### config.mk
export PLATFORM = sky130hd
export DESIGN_NAME = spi_rx_slave
export DESIGN_NICKNAME = d
export VERILOG_FILES = /design/src/rtl/spi_rx_pkg.sv /design/src/rtl/spi_rx_sync.sv /design/src/rtl/spi_rx_shift.sv /design/src/rtl/spi_rx_buf.sv /design/src/rtl/spi_rx_slave.sv
export SDC_FILE = /design/constraint.sdc
export NUM_CORES = 1
export LEC_CHECK = 0
export BUFFER_PORTS_ARGS = -buffer_cell sky130_fd_sc_hd__buf_2
export CAP_MARGIN = 20
export CORE_AREA = 2 2 52 54
export DETAILED_ROUTE_END_ITERATION = 10
export DIE_AREA = 0 0 54 56
export PLACE_DENSITY = 0.69
export SLEW_MARGIN = 30
export SYNTH_ARGS = -nofsm -noshare
export SYNTH_HDL_FRONTEND = slang
export SYNTH_HIERARCHICAL = 1
export SYNTH_SLANG_ARGS = --single-unit
### constraint.sdc
create_clock -name clk -period 2.25 [get_ports clk]
set_input_delay 0.5625 -clock clk [delete_from_list [all_inputs] [get_ports clk]]
set_output_delay 0.5625 -clock clk [all_outputs]
set_load 0.03 [all_outputs]
### src/rtl/spi_rx_pkg.sv
package spi_rx_pkg;
  parameter int unsigned SPI_WORD_DEF = 8;
  parameter int unsigned SPI_SYNC_DEF = 2;

  typedef struct packed {
    logic idle_hi;   // clock level between transfers
    logic late_smp;  // sample on the returning edge
  } spi_mode_t;
endpackage

### src/rtl/spi_rx_sync.sv
module spi_rx_sync #(
  parameter int unsigned W      = 3,
  parameter int unsigned STAGES = 2,
  parameter logic [W-1:0] RST_VAL = '0
) (
  input  logic         clk,
  input  logic         rst_n,
  input  logic [W-1:0] d_i,
  output logic [W-1:0] q_o
);
  localparam int unsigned LAST = STAGES - 1;

  logic [W-1:0] stg_q [STAGES];

  always_ff @(posedge clk or negedge rst_n) begin
    if (!rst_n) begin
      for (int i = 0; i < STAGES; i++) stg_q[i] <= RST_VAL;
    end else begin
      stg_q[0] <= d_i;
      for (int i = 1; i < STAGES; i++) stg_q[i] <= stg_q[i-1];
    end
  end

  assign q_o = stg_q[LAST];

  generate
    if (STAGES < 2) begin : g_bad_depth
      initial $error("spi_rx_sync needs at least two stages");
    end
  endgenerate
endmodule

### src/rtl/spi_rx_shift.sv
module spi_rx_shift
  import spi_rx_pkg::*;
#(
  parameter int unsigned DW = SPI_WORD_DEF
) (
  input  logic          clk,
  input  logic          rst_n,
  input  logic          sclk_s,
  input  logic          mosi_s,
  input  logic          ss_hi,
  input  spi_mode_t     mode,
  output logic          done_o,
  output logic [DW-1:0] byte_o
);
  localparam int unsigned CW = $clog2(DW);
  localparam logic [CW-1:0] LAST_BIT = CW'(DW - 1);

  logic          sclk_p;
  logic [CW-1:0] cnt_q, cnt_d;
  logic [DW-1:0] sh_q, sh_d;
  logic          flip, smp;

  // sampling edge is a rise of sclk ^ cpol ^ cpha
  assign flip = mode.idle_hi ^ mode.late_smp;
  assign smp  = (sclk_s ^ flip) & ~(sclk_p ^ flip) & ~ss_hi;
  assign byte_o = {sh_q[DW-2:0], mosi_s};

  always_comb begin
    cnt_d  = cnt_q;
    sh_d   = sh_q;
    done_o = 1'b0;
    if (ss_hi) begin
      cnt_d = '0;
    end else if (smp) begin
      sh_d = {sh_q[DW-2:0], mosi_s};
      if (cnt_q == LAST_BIT) begin
        cnt_d  = '0;
        done_o = 1'b1;
      end else begin
        cnt_d = cnt_q + 1'b1;
      end
    end
  end

  always_ff @(posedge clk or negedge rst_n) begin
    if (!rst_n) begin
      sclk_p <= 1'b0;
      cnt_q  <= '0;
      sh_q   <= '0;
    end else begin
      sclk_p <= sclk_s;
      cnt_q  <= cnt_d;
      if (smp) sh_q <= sh_d;
    end
  end

  // a deselect leaves the bit counter at zero
  assert_count_cleared_R10: assert property (@(posedge clk) disable iff (!rst_n)
    ss_hi |=> cnt_q == '0);
  // nothing completes while deselected
  assert_no_done_deselected_R2: assert property (@(posedge clk) disable iff (!rst_n)
    (ss_hi && $past(ss_hi)) |-> !done_o);
endmodule

### src/rtl/spi_rx_buf.sv
module spi_rx_buf #(
  parameter int unsigned DW = 8
) (
  input  logic          clk,
  input  logic          rst_n,
  input  logic          done_i,
  input  logic [DW-1:0] byte_i,
  input  logic          rd_i,
  input  logic          clr_ovr_i,
  output logic [DW-1:0] data_o,
  output logic          full_o,
  output logic          ovr_o
);
  logic full_d, ovr_d, lost;

  assign lost = done_i & full_o & ~rd_i;

  always_comb begin
    full_d = full_o;
    if (done_i)    full_d = 1'b1;
    else if (rd_i) full_d = 1'b0;
    ovr_d = ovr_o;
    if (clr_ovr_i) ovr_d = 1'b0;
    if (lost)      ovr_d = 1'b1;
  end

  always_ff @(posedge clk or negedge rst_n) begin
    if (!rst_n) begin
      data_o <= '0;
      full_o <= 1'b0;
      ovr_o  <= 1'b0;
    end else begin
      if (done_i) data_o <= byte_i;
      full_o <= full_d;
      ovr_o  <= ovr_d;
    end
  end

  assert_done_loads_R5: assert property (@(posedge clk) disable iff (!rst_n)
    done_i |=> full_o && data_o == $past(byte_i));
  assert_read_clears_R6: assert property (@(posedge clk) disable iff (!rst_n)
    (rd_i && !done_i) |=> !full_o);
  assert_ovr_needs_full_R7: assert property (@(posedge clk) disable iff (!rst_n)
    $rose(ovr_o) |-> $past(full_o) && $past(done_i));
  assert_clear_ovr_R8: assert property (@(posedge clk) disable iff (!rst_n)
    (clr_ovr_i && !done_i) |=> !ovr_o);
endmodule

### src/rtl/spi_rx_slave.sv
module spi_rx_slave
  import spi_rx_pkg::*;
#(
  parameter int unsigned DW     = SPI_WORD_DEF,
  parameter int unsigned STAGES = SPI_SYNC_DEF
) (
  input  logic          clk,
  input  logic          rst_n,
  input  logic          sclk_i,
  input  logic          mosi_i,
  input  logic          ssn_i,
  input  logic          cpol_i,
  input  logic          cpha_i,
  input  logic          rd_i,
  input  logic          clr_ovr_i,
  output logic [DW-1:0] rd_data_o,
  output logic          full_o,
  output logic          ovr_o,
  output logic          ss_stat_o,
  output logic          irq_o
);
  logic [2:0]    pins_s;
  logic          done;
  logic [DW-1:0] rx_byte;
  spi_mode_t     mode;

  assign mode = '{idle_hi: cpol_i, late_smp: cpha_i};

  // bit 2: select (resets to inactive), bit 1: data, bit 0: clock
  spi_rx_sync #(.W(3), .STAGES(STAGES), .RST_VAL(3'b100)) u_sync (
    .clk(clk), .rst_n(rst_n),
    .d_i({ssn_i, mosi_i, sclk_i}), .q_o(pins_s)
  );

  spi_rx_shift #(.DW(DW)) u_shift (
    .clk(clk), .rst_n(rst_n),
    .sclk_s(pins_s[0]), .mosi_s(pins_s[1]), .ss_hi(pins_s[2]),
    .mode(mode), .done_o(done), .byte_o(rx_byte)
  );

  spi_rx_buf #(.DW(DW)) u_buf (
    .clk(clk), .rst_n(rst_n),
    .done_i(done), .byte_i(rx_byte), .rd_i(rd_i), .clr_ovr_i(clr_ovr_i),
    .data_o(rd_data_o), .full_o(full_o), .ovr_o(ovr_o)
  );

  assign ss_stat_o = pins_s[2];
  assign irq_o     = full_o | ovr_o;

  // status follows the select pin with the synchronizer delay
  assert_ss_status_R3: assert property (@(posedge clk) disable iff (!rst_n)
    ($past(ssn_i) && $past(ssn_i, 2)) |-> ss_stat_o);
  // interrupt is never raised without a pending flag
  assert_irq_source_R9: assert property (@(posedge clk) disable iff (!rst_n)
    $rose(irq_o) |-> (full_o || ovr_o) && $past(done));
endmodule

==> results of run 1 <==
power by group through the flow:
stage	Sequential [mW]	Clock (mW)	Combinational [mW]
floorplan	0.588	0	0.0827
global placement	0.599	0	0.106
detailed placement	0.604	0	0.110
CTS	0.594	0.218	0.111
global route	0.602	0.237	0.122
finish	0.594	0.207	0.108
cells in the final DEF, fill, tap and decap left out:
cell,synthesis,final
buf_2,0,20
inv_1,3,3
dfstp_2,2,2
clkbuf_4,0,3
nor2b_1,3,3
mux2i_1,3,3
a21o_2,1,1
mux2i_4,1,1
a32o_1,1,1
nor2_2,0,1
dfrtp_1,25,25
buf_4,4,4
mux2_1,3,3
ha_1,2,2
nor3_1,1,1
nand2b_1,4,4
mux2_4,8,8
or2_1,1,1
xnor2_2,1,1
clkinvlp_4,0,1
mux2_2,5,5
nor3b_1,2,2
through the flow:
step / hold WS, ns / util / cells / setup TNS (ns) / instance area [sq um]
floorplan: 0.2669 / - / 72 / 0 / 1127
global placement: 0.3332 / 0.5154 / 121 / -0.6291 / 1254
detailed placement: 0.3418 / 0.5165 / 121 / 0 / 1256
CTS: 0.2259 / 0.5288 / 125 / 0 / 1286
global route: 0.2391 / 0.5288 / 125 / 0 / 1286
finish: 0.2142 / 0.5288 / 125 / 0 / 1286
cells by family (layout without fill, tap and decap cells):
kind of cell | Yosys count | after routing | synth area share
flops | 27 | 27 | 0.6016
mux | 20 | 20 | 0.2331
simple gates | 12 | 12 | 0.06547
buf+inv | 8 | 31 | 0.04661
fa+ha+maj | 2 | 2 | 0.02219
compound gates | 2 | 2 | 0.01665
xor+xnor | 1 | 1 | 0.01443
sequential cells by signal, summed over array words and instances (netlist names):
signal,cells
u_shift/cnt_q,3
u_shift/sh_q,7
u_buf/ovr_o,1
u_buf/full_o,1
u_buf/data_o,8
u_sync/stg_q,3
u_sync/q_o,3
u_shift/sclk_p,1
per-layer routing:
| metal | share of wire | vias to the layer above | GRT usage |
|---|---|---|---|
| met5 | 0 | - | 0 |
| met4 | 0.0078 | 0 | 0.05357 |
| met3 | 0.044 | 2 | 0.02419 |
| met2 | 0.46 | 14 | 0.1655 |
| met1 | 0.49 | 296 | 0.1737 |
| li1 | - | 285 | - |
cells in the mapped netlist, drive strengths merged:
master / instances / area share
nor2b: 3 / 0.017
nand2b: 4 / 0.022
or2: 1 / 0.0056
a32o: 1 / 0.0089
xnor2: 1 / 0.014
nor3: 1 / 0.0044
nor2: 1 / 0.0033
mux2i: 4 / 0.047
ha: 2 / 0.022
nor3b: 2 / 0.013
buf: 5 / 0.037
inv: 3 / 0.010
mux2: 16 / 0.19
dfrtp: 25 / 0.55
a21o: 1 / 0.0078
dfstp: 2 / 0.047
area by class of cell:
class | count | area [sq um]
Timing Repair Buffer | 24 | 130.1
Fill cell | 217 | 1146
Inverter | 3 | 11.26
Tap cell | 30 | 37.54
Sequential cell | 27 | 678.2
Clock buffer | 3 | 22.52
Clock inverter | 1 | 7.507
Multi-Input combinational cell | 37 | 399.1
worst register-to-register path: stages (launching register included):
cell and delay, ns:
dfrtp_1 0.44, nor3b_1 0.34, mux2i_4 0.11, nor2_2 0.55, mux2_4 0.35
final timing paths:
path / end / slack, ns / depth (start not counted)
worst max-delay path: u_buf/data_o[6] / 0.37 / 4
worst min-delay path: u_buf/ovr_o / 0.21 / 1
worst max register to register: u_buf/data_o[6] / 0.37 / 4
worst min register to register: u_sync/q_o[2] / 0.37 / 0
max in group asynchronous: u_sync/stg_q[5] / 1.65 / 1
min in group clk: u_sync/stg_q[5] / 0.33 / 1
==> impl_results.md, run 1 <==
* Rows at 18
* Maximum VDD drop at 0.3901 mV
* Setup violations, final at 0
* Fin crit period at 1.883 ns
* Syn nets at 83
* Yosys reg bits at 27
* Fin crit share at 0.8369
* Proportion of layout cells with a drive suffix above 1 at 0.4947
* Pre-Repair DR Iteration Count at 4
* IO Port Bufs at 20
* Tot GR Track Use at 0.1182
* Post-synthesis sequential area ratio at 0.6016
* Clk pwr share at 0.227
* CP Cell Sequence: nor3b_1 > mux2i_4 > nor2_2 > mux2_4
* Final hold vios at 0
* Hold crit path type: in -> async
* Post-Syn Area at 0.001127 sq mm
* Die area at 0.003024 sq mm
* Crit Path Max Fanout at 10
* Critical path buffer and inverter count at 0
* Final WS setup at 0.3669 ns
* Worst-path clk slew at 0.15 ns
* Switching pwr at 0.2240 mW
* Post-CTS Setup Bufs at 0
* Leak Pwr at 0.6620 nW
* Logic pwr share at 0.119
* # hold bufs at CTS at 0
* Sw Share at 0.2465
* WL/cell at 12.34 um
* Reg-to-Reg Start: u_sync/q_o[0]
* DIE WIDTH at 54 um
* Crit path from: u_sync/q_o[0]
* Unrepaired setup endpoints after global routing: false
* Synth cell types at 20
* Longest Clk Path Bufs at 2
* Slew headroom at 0.5398
* Cell Int Power at 0.6847 mW
* TritonCTS Buffers at 3
* Slowest stage delay, CP at 0.55 ns
* Pwr Total at 0.9086 mW
* Gr ovfl total at 0
* P&R area growth vs syn at 14.10%
* Critical path launch point type: flip-flop
* Skew-Pair Late Insertion Delay at 0.32 ns
* Cells after synthesis at 72
* Run status: complete, no violations
* Final nets at 107
* Post-DP HPWL at 1095 um
* Drt drc at 0
* Root Driver: clkbuf_4
* Drt via density at 4.776
* IO Pins at 21
* Antenna Violating Nets Remaining at 0
* Post-CTS resize count at 0
* Slew @ Worst Pin at 0.6895 ns
* Cell family with most CP delay: simple AND/OR/NAND/NOR gates
* PwrDens at 706.4 mW/mm^2
* Flop pwr share at 0.653
* Vias in the first global route at 582
* F_max at 531.0 MHz
* Crit path kind: reg -> reg
* Worst path required time at 2.47 ns
* Final wirelength at 1543 um
* CTS tree: built
* Initial antenna violation count at 0
* Worst EP arrival at 2.10 ns
* Clk_skew at 0.007296 ns
* Max Cap Violations at 0
* CP Capture Type: flip-flop
* H-tree Lvls at 1
* Final Slew Violations at 0
* Dpl ws at 0.1732 ns
* Core footprint at 0.002432 sq mm
* Starting Density at 0.4635
* First-pass GRT wire length at 2649 um
* Synth Warn # at 6
* Antenna cells at 0
* CTS Sinks at 27
* Synth Area per Inst at 15.66 sq um
* Placer Congestion at 0.6873
* Via Count at 597
* Largest net degree at the start of global routing at 28
* Die Ht at 56 um
* Iteration-0 DRC count of the detailed router at 1
* CP max-delay cell: nor2_2
Note: power is estimated with default switching activity, not from simulation.
==> run 2, diff against run 1 <==
PLACE_DENSITY = 0.72   (was 0.69)
clock period = 1.6 ns   (was 2.25 ns; I/O delays follow)
==> impl_results.md, run 2 (synthesis gave the netlist of run 1 again) <==
* Final Slew Violations at 0
* IO Port Bufs at 20
* Most common cell after layout, fill and taps aside: dfrtp_1
* Setup violations, final at 0
* Largest net degree at the start of global routing at 28
* Reg-to-Reg Start: u_shift/cnt_q[0]
* TritonCTS Buffers at 3
* Core footprint at 0.002432 sq mm
* Max reg flops at 8
* Final hold vios at 0
* Die area at 0.003024 sq mm
* Drt drc at 0
* Slew headroom at 0.6211
* WL/cell at 13.15 um
* Longest Clk Path Bufs at 2
* Top cell by count, worst path: buf_6
* Worst-path clk slew at 0.14 ns
* Leak Pwr at 0.7018 nW
* Unrepaired setup endpoints after global routing: true
* Slowest stage delay, CP at 0.60 ns
* Initial antenna violation count at 0
* Run status: complete, no violations
* Slew @ Worst Pin at 0.5683 ns
* Crit path kind: reg -> out
* Final nets at 113
* Fin crit share at 0.9725
* Routed wl met2 at 872 um
* Drt via density at 4.679
* Root Driver: clkbuf_4
* CP Cell Sequence: buf_6 > buf_6
* Starting Density at 0.4635
* Final wirelength at 1722 um
* Rows at 18
* Clk_skew at 0.002786 ns
* IO Pins at 21
* Worst path required time at 1.20 ns
* Pre-Repair DR Iteration Count at 2
* Worst R2R Setup Slack at 0.10 ns
* Biggest regs: u_buf/data_o (8), u_shift/sh_q (7)
* CTS Sinks at 27
* Antenna cells at 0
* Top Layer Used: met4
* Setup TNS at 0 ns
* Post-DP HPWL at 1245 um
* Detail Route met3 WL at 97 um
* Gr ovfl total at 0
* CP Capture Type: primary output
* Skew-Pair Late Insertion Delay at 0.33 ns
* CTS tree: built
* Antenna Violating Nets Remaining at 0
* First-pass GRT wire length at 2863 um
* Critical path buffer and inverter count at 2
* Via Count at 613
* Cell family with most CP delay: flip-flops
* M1 wire length at 694 um
* Max Cap Violations at 0
* Worst R2R End: u_buf/data_o[0]
* CP max-delay cell: dfstp_2
* P&R area growth vs syn at 21.75%
* F_max at 642.7 MHz
* Hold crit path type: in -> async
* Vias in the first global route at 653
* Reg2Reg Depth at 6
* Post-DP Area at 0.001290 sq mm
* Crit Path Max Fanout at 4
* DIE WIDTH at 54 um
* Largest Register: u_buf/data_o
* Placer Congestion at 0.6682
* Die Ht at 56 um
* Worst EP arrival at 1.16 ns
* Critical path launch point type: flip-flop
* Iteration-0 DRC count of the detailed router at 2
* Tot GR Track Use at 0.1368
* Design Area, Final at 0.001373 sq mm
* # hold bufs at CTS at 0
* Maximum VDD drop at 0.5126 mV
* Fin crit period at 1.556 ns
* PwrDens at 950.0 mW/mm^2
* Proportion of layout cells with a drive suffix above 1 at 0.5446
* H-tree Lvls at 1
* Most frequent cells in the layout: dfrtp_1 (25), buf_2 (18), mux2_4 (8), buf_4 (8), mux2_2 (5)
==> run 2: changes by cell type in the layout (fill, tap and decap cells not counted), sizes merged <==
cell	delta
buf	+6
==> run 2: how the worst max path moves through the flow <==
stage	startpoint	slack, ns	cells after the start	end
after CTS	u_buf/ovr_o	0.006	2	irq_o
after detailed placement	cpha_i	-0.07	6	u_buf/data_o[5]
after global placement	cpha_i	-0.05	6	u_buf/data_o[2]
after global routing	u_buf/ovr_o	-0.01	2	irq_o
after floorplan	u_sync/q_o[2]	-0.008	6	u_buf/data_o[0]
final	u_sync/q_o[2]	0.04	2	ss_stat_o
==> run 2: cell type report <==
| cell class | instances | area [sq um] |
|---|---|---|
| clock buffer | 3 | 22.52 |
| clock inverter | 1 | 7.507 |
| fill | 209 | 1060 |
| inverter | 3 | 11.26 |
| multi-input combinational | 37 | 420.4 |
| sequential | 27 | 678.2 |
| tap | 30 | 37.54 |
| timing repair buffer | 30 | 195.2 |
==> run 2: metrics by stage <==
step	instances	worst slack (ns)	hold slack [ns]	power, mW	utilization
after detailed placement	123	-0.07010	0.3355	1.012	0.5304
after CTS	127	0.006275	0.04078	1.324	0.5468
after global placement	123	-0.05163	0.3333	1.001	0.5304
after floorplan	72	-0.008394	0.1044	0.9499	-
after global routing	131	-0.01219	0.06506	1.379	0.5643
final	131	0.04401	0.03657	1.304	0.5643
==> run 2: repair_timing <==
action	in CTS	in global routing
buffers inserted	0	4
gates resized for setup	3	5
pin swaps	0	1
endpoints found under the hold margin	0	0
setup endpoints to repair	1	10
==> run 2: where the power goes <==
group	total, mW	internal (mW)	switching (mW)
Clock	0.299	0.0959	0.203
Combinational	0.168	0.107	0.0617
Sequential	0.837	0.773	0.0633
==> run 2: metal layers <==
metal | vias to the layer above | track usage
li1 | 295 | -
met1 | 294 | 0.1620
met2 | 19 | 0.2108
met3 | 5 | 0.03226
met4 | 0 | 0.09643
met5 | - | 0
==> run 3, diff against run 2 <==
CORE_AREA = 2 2 53 55   (was 2 2 52 54)
DIE_AREA = 0 0 55 57   (was 0 0 54 56)
PLACE_DENSITY = 0.69   (was 0.72)
SYNTH_HIERARCHICAL = default   (was 1)
==> impl_results.md, run 3 <==
* Run status: finished, violations left
* Failing checks: negative setup slack
* Post-Syn Area at 0.001171 sq mm
* Max reg flops at 8
* Yosys reg bits at 27
* Most common cell after layout, fill and taps aside: dfrtp_1
* IO Port Bufs at 20
* Non-Filler Instances at 144
* TritonCTS Buffers at 3
* Final Slew Violations at 0
* Synth Warn # at 0
* Crit path kind: reg -> reg
* Hold crit path type: in -> async
* EDFF count, synth at 0
* Longest Clk Path Bufs at 2
* P&R area growth vs syn at 27.78%
* Proportion of layout cells with a drive suffix above 1 at 0.6018
* Final nets at 125
* Maximum VDD drop at 0.7625 mV
* Simple-Gate Fraction of Synth Area at 0.1389
* Worst EP arrival at 1.97 ns
* Worst-path clk slew at 0.14 ns
* WL/cell at 12.57 um
* Core footprint at 0.002615 sq mm
* CP Capture Type: flip-flop
* Adder-cell share of the synthesized area at 0.02137
* Cells after synthesis at 79
* Placer Congestion at 0.6673
* Leak Pwr at 0.7576 nW
* Setup violations, final at 9
* Fin crit period at 1.754 ns
* Rows at 19
* Critical path launch point type: flip-flop
* Iteration-0 DRC count of the detailed router at 8
* Xor and xnor fraction of the mapped netlist area at 0.02350
* Fin crit share at 1.096
* Clk_skew at 0.004026 ns
* H-tree Lvls at 1
* Synth cell types at 27
* Final WS setup at -0.1539 ns
* Switching pwr at 0.3248 mW
* Sw Share at 0.2475
* Ranking of synthesized cells by area: dfrtp_1 (53%), mux2_2 (15%), dfstp_2 (4.5%), mux2i_4 (3.8%), xnor2_4 (2.4%)
* CTS tree: built
* Root Driver: clkbuf_4
* Antenna Violating Nets Remaining at 0
* Die Ht at 57 um
* Post-Route Utilization at 0.5722
* Flop pwr share at 0.639
* Cell Int Power at 0.9873 mW
* Post-DP Area at 0.001418 sq mm
* Drt drc at 0
* Initial antenna violation count at 0
* # hold bufs at CTS at 0
* Largest Register: u_buf.data_o
* First-pass GRT wire length at 2994 um
* Largest family of logic cells by synthesized area: multiplexers
* Top cell type by total area after synthesis: dfrtp_1
* Post-synthesis mux area share at 0.2094
* Most common cell in the netlist: dfrtp_1
* Post-DP HPWL at 1319 um
* Asr flop ratio synth at 1.000
* Hold slack at 0.05079 ns
* Via Count at 723
* Tot GR Track Use at 0.1319
* Pwr Total at 1.312 mW
* Vias in the first global route at 706
* Largest net degree at the start of global routing at 28
* PwrDens at 876.8 mW/mm^2
* Clk pwr share at 0.219
* Gr ovfl total at 0
* CTS Sinks at 27
* Final hold vios at 0
* IO Pins at 21
* Drt via density at 5.021
* Unrepaired setup endpoints after global routing: true
* Compound-Gate Fraction of Synth Area at 0.01389
* Biggest regs: u_buf.data_o (8), u_shift.sh_q (7)
* Crit Path Max Fanout at 4
* Skew-Pair Late Insertion Delay at 0.32 ns
* Share of the synthesized area in the top cell type at 0.5342
* Synth Area per Inst at 14.82 sq um
* Max Cap Violations at 0
* Logic pwr share at 0.142
* Most frequent cells in the layout: dfrtp_1 (25), buf_2 (18), buf_4 (9)
* DIE WIDTH at 55 um
* Slew headroom at 0.6208
* Final wirelength at 1810 um
* Placed cell count at 138
* Synth Flop Type: dfrtp_1
* Commonest cells post-synth: dfrtp_1 (25), mux2_2 (16), nand2_1 (3)
* Design Area, Final at 0.001496 sq mm
* Worst R2R Setup Slack at -0.15 ns
* Syn nets at 90
* F_max at 570.2 MHz
* Number of fill cells in the layout at 226
* Post-synthesis sequential area ratio at 0.5791
* Antenna cells at 0
* Pre-Repair DR Iteration Count at 4
* Starting Density at 0.4478
* Slew @ Worst Pin at 0.5687 ns
* Worst path required time at 1.82 ns
* Die area at 0.003135 sq mm
run 3: logic make-up (layout without fill, tap and decap cells):
| group | Yosys count | count (layout) |
|---|---|---|
| flops | 27 | 27 |
| fa+ha+maj | 2 | 2 |
| mux | 20 | 20 |
| simple gates | 23 | 23 |
| compound gates | 3 | 3 |
| buf+inv | 3 | 37 |
| xor+xnor | 1 | 1 |
run 3: layout make-up:
| class | count | area, sq um | share of cell area |
|---|---|---|---|
| Multi-Input combinational cell | 49 | 531.8 | 0.3554 |
| Timing Repair Buffer | 32 | 214.0 | 0.1430 |
| Clock buffer | 3 | 22.52 | 0.01505 |
| Inverter | 1 | 3.754 | 0.002508 |
| Tap cell | 31 | 38.79 | 0.02592 |
| Clock inverter | 1 | 7.507 | 0.005017 |
| Sequential cell | 27 | 678.2 | 0.4532 |
run 3: worst paths after layout:
kind,startpoint,endpoint,cells past startpoint
min in group clk,ssn_i,u_sync.stg_q[5],1
hold reg to reg,u_sync.stg_q[3],u_sync.q_o[0],0
hold / removal,rst_n,u_buf.data_o[3],1
max in group asynchronous,rst_n,u_sync.q_o[2],1
setup / recovery,u_shift.cnt_q[1],u_buf.data_o[4],6
setup reg to reg,u_shift.cnt_q[1],u_buf.data_o[4],6
run 3: power by group through the flow:
stage | Combinational [mW] | Sequential [mW] | Clock [mW]
final | 0.186 | 0.839 | 0.288
after global routing | 0.199 | 0.853 | 0.338
after CTS | 0.186 | 0.840 | 0.304
after detailed placement | 0.184 | 0.853 | 0
after global placement | 0.176 | 0.853 | 0
after floorplan | 0.130 | 0.833 | 0
run 3: per-layer routing:
layer  wire [um]  track usage  part of all wire  up-vias
met4          13      0.06272            0.0072        0
met3          48      0.03141             0.027        2
li1            -            -                 -      347
met5           0            0                 0        -
met1         824       0.1693              0.46      363
met2         923       0.2075              0.51       11
run 3: repair_timing:
item / 4_1_cts / 5_1_grt
setup endpoints to repair: 13 / 13
resized for setup: 5 / 6
gates cloned: 0 / 0
pin swaps: 1 / 0
buffers inserted: 1 / 2
run 3: worst max-delay path, stage by stage, from the launching register on:
cell and delay (ns):
dfrtp_1 0.41, ha_2 0.20, ha_4 0.16, and4bb_2 0.25, mux2i_4 0.16, buf_4 0.18
mux2_4 0.30
run 3: metrics by stage:
stage	setup TNS [ns]	setup WS, ns
detailed placement	-2.124	-0.1437
global placement	-1.920	-0.1322
global route	-1.786	-0.2084
CTS	-1.296	-0.1650
floorplan	-1.254	-0.1568
finish	-1.133	-0.1539
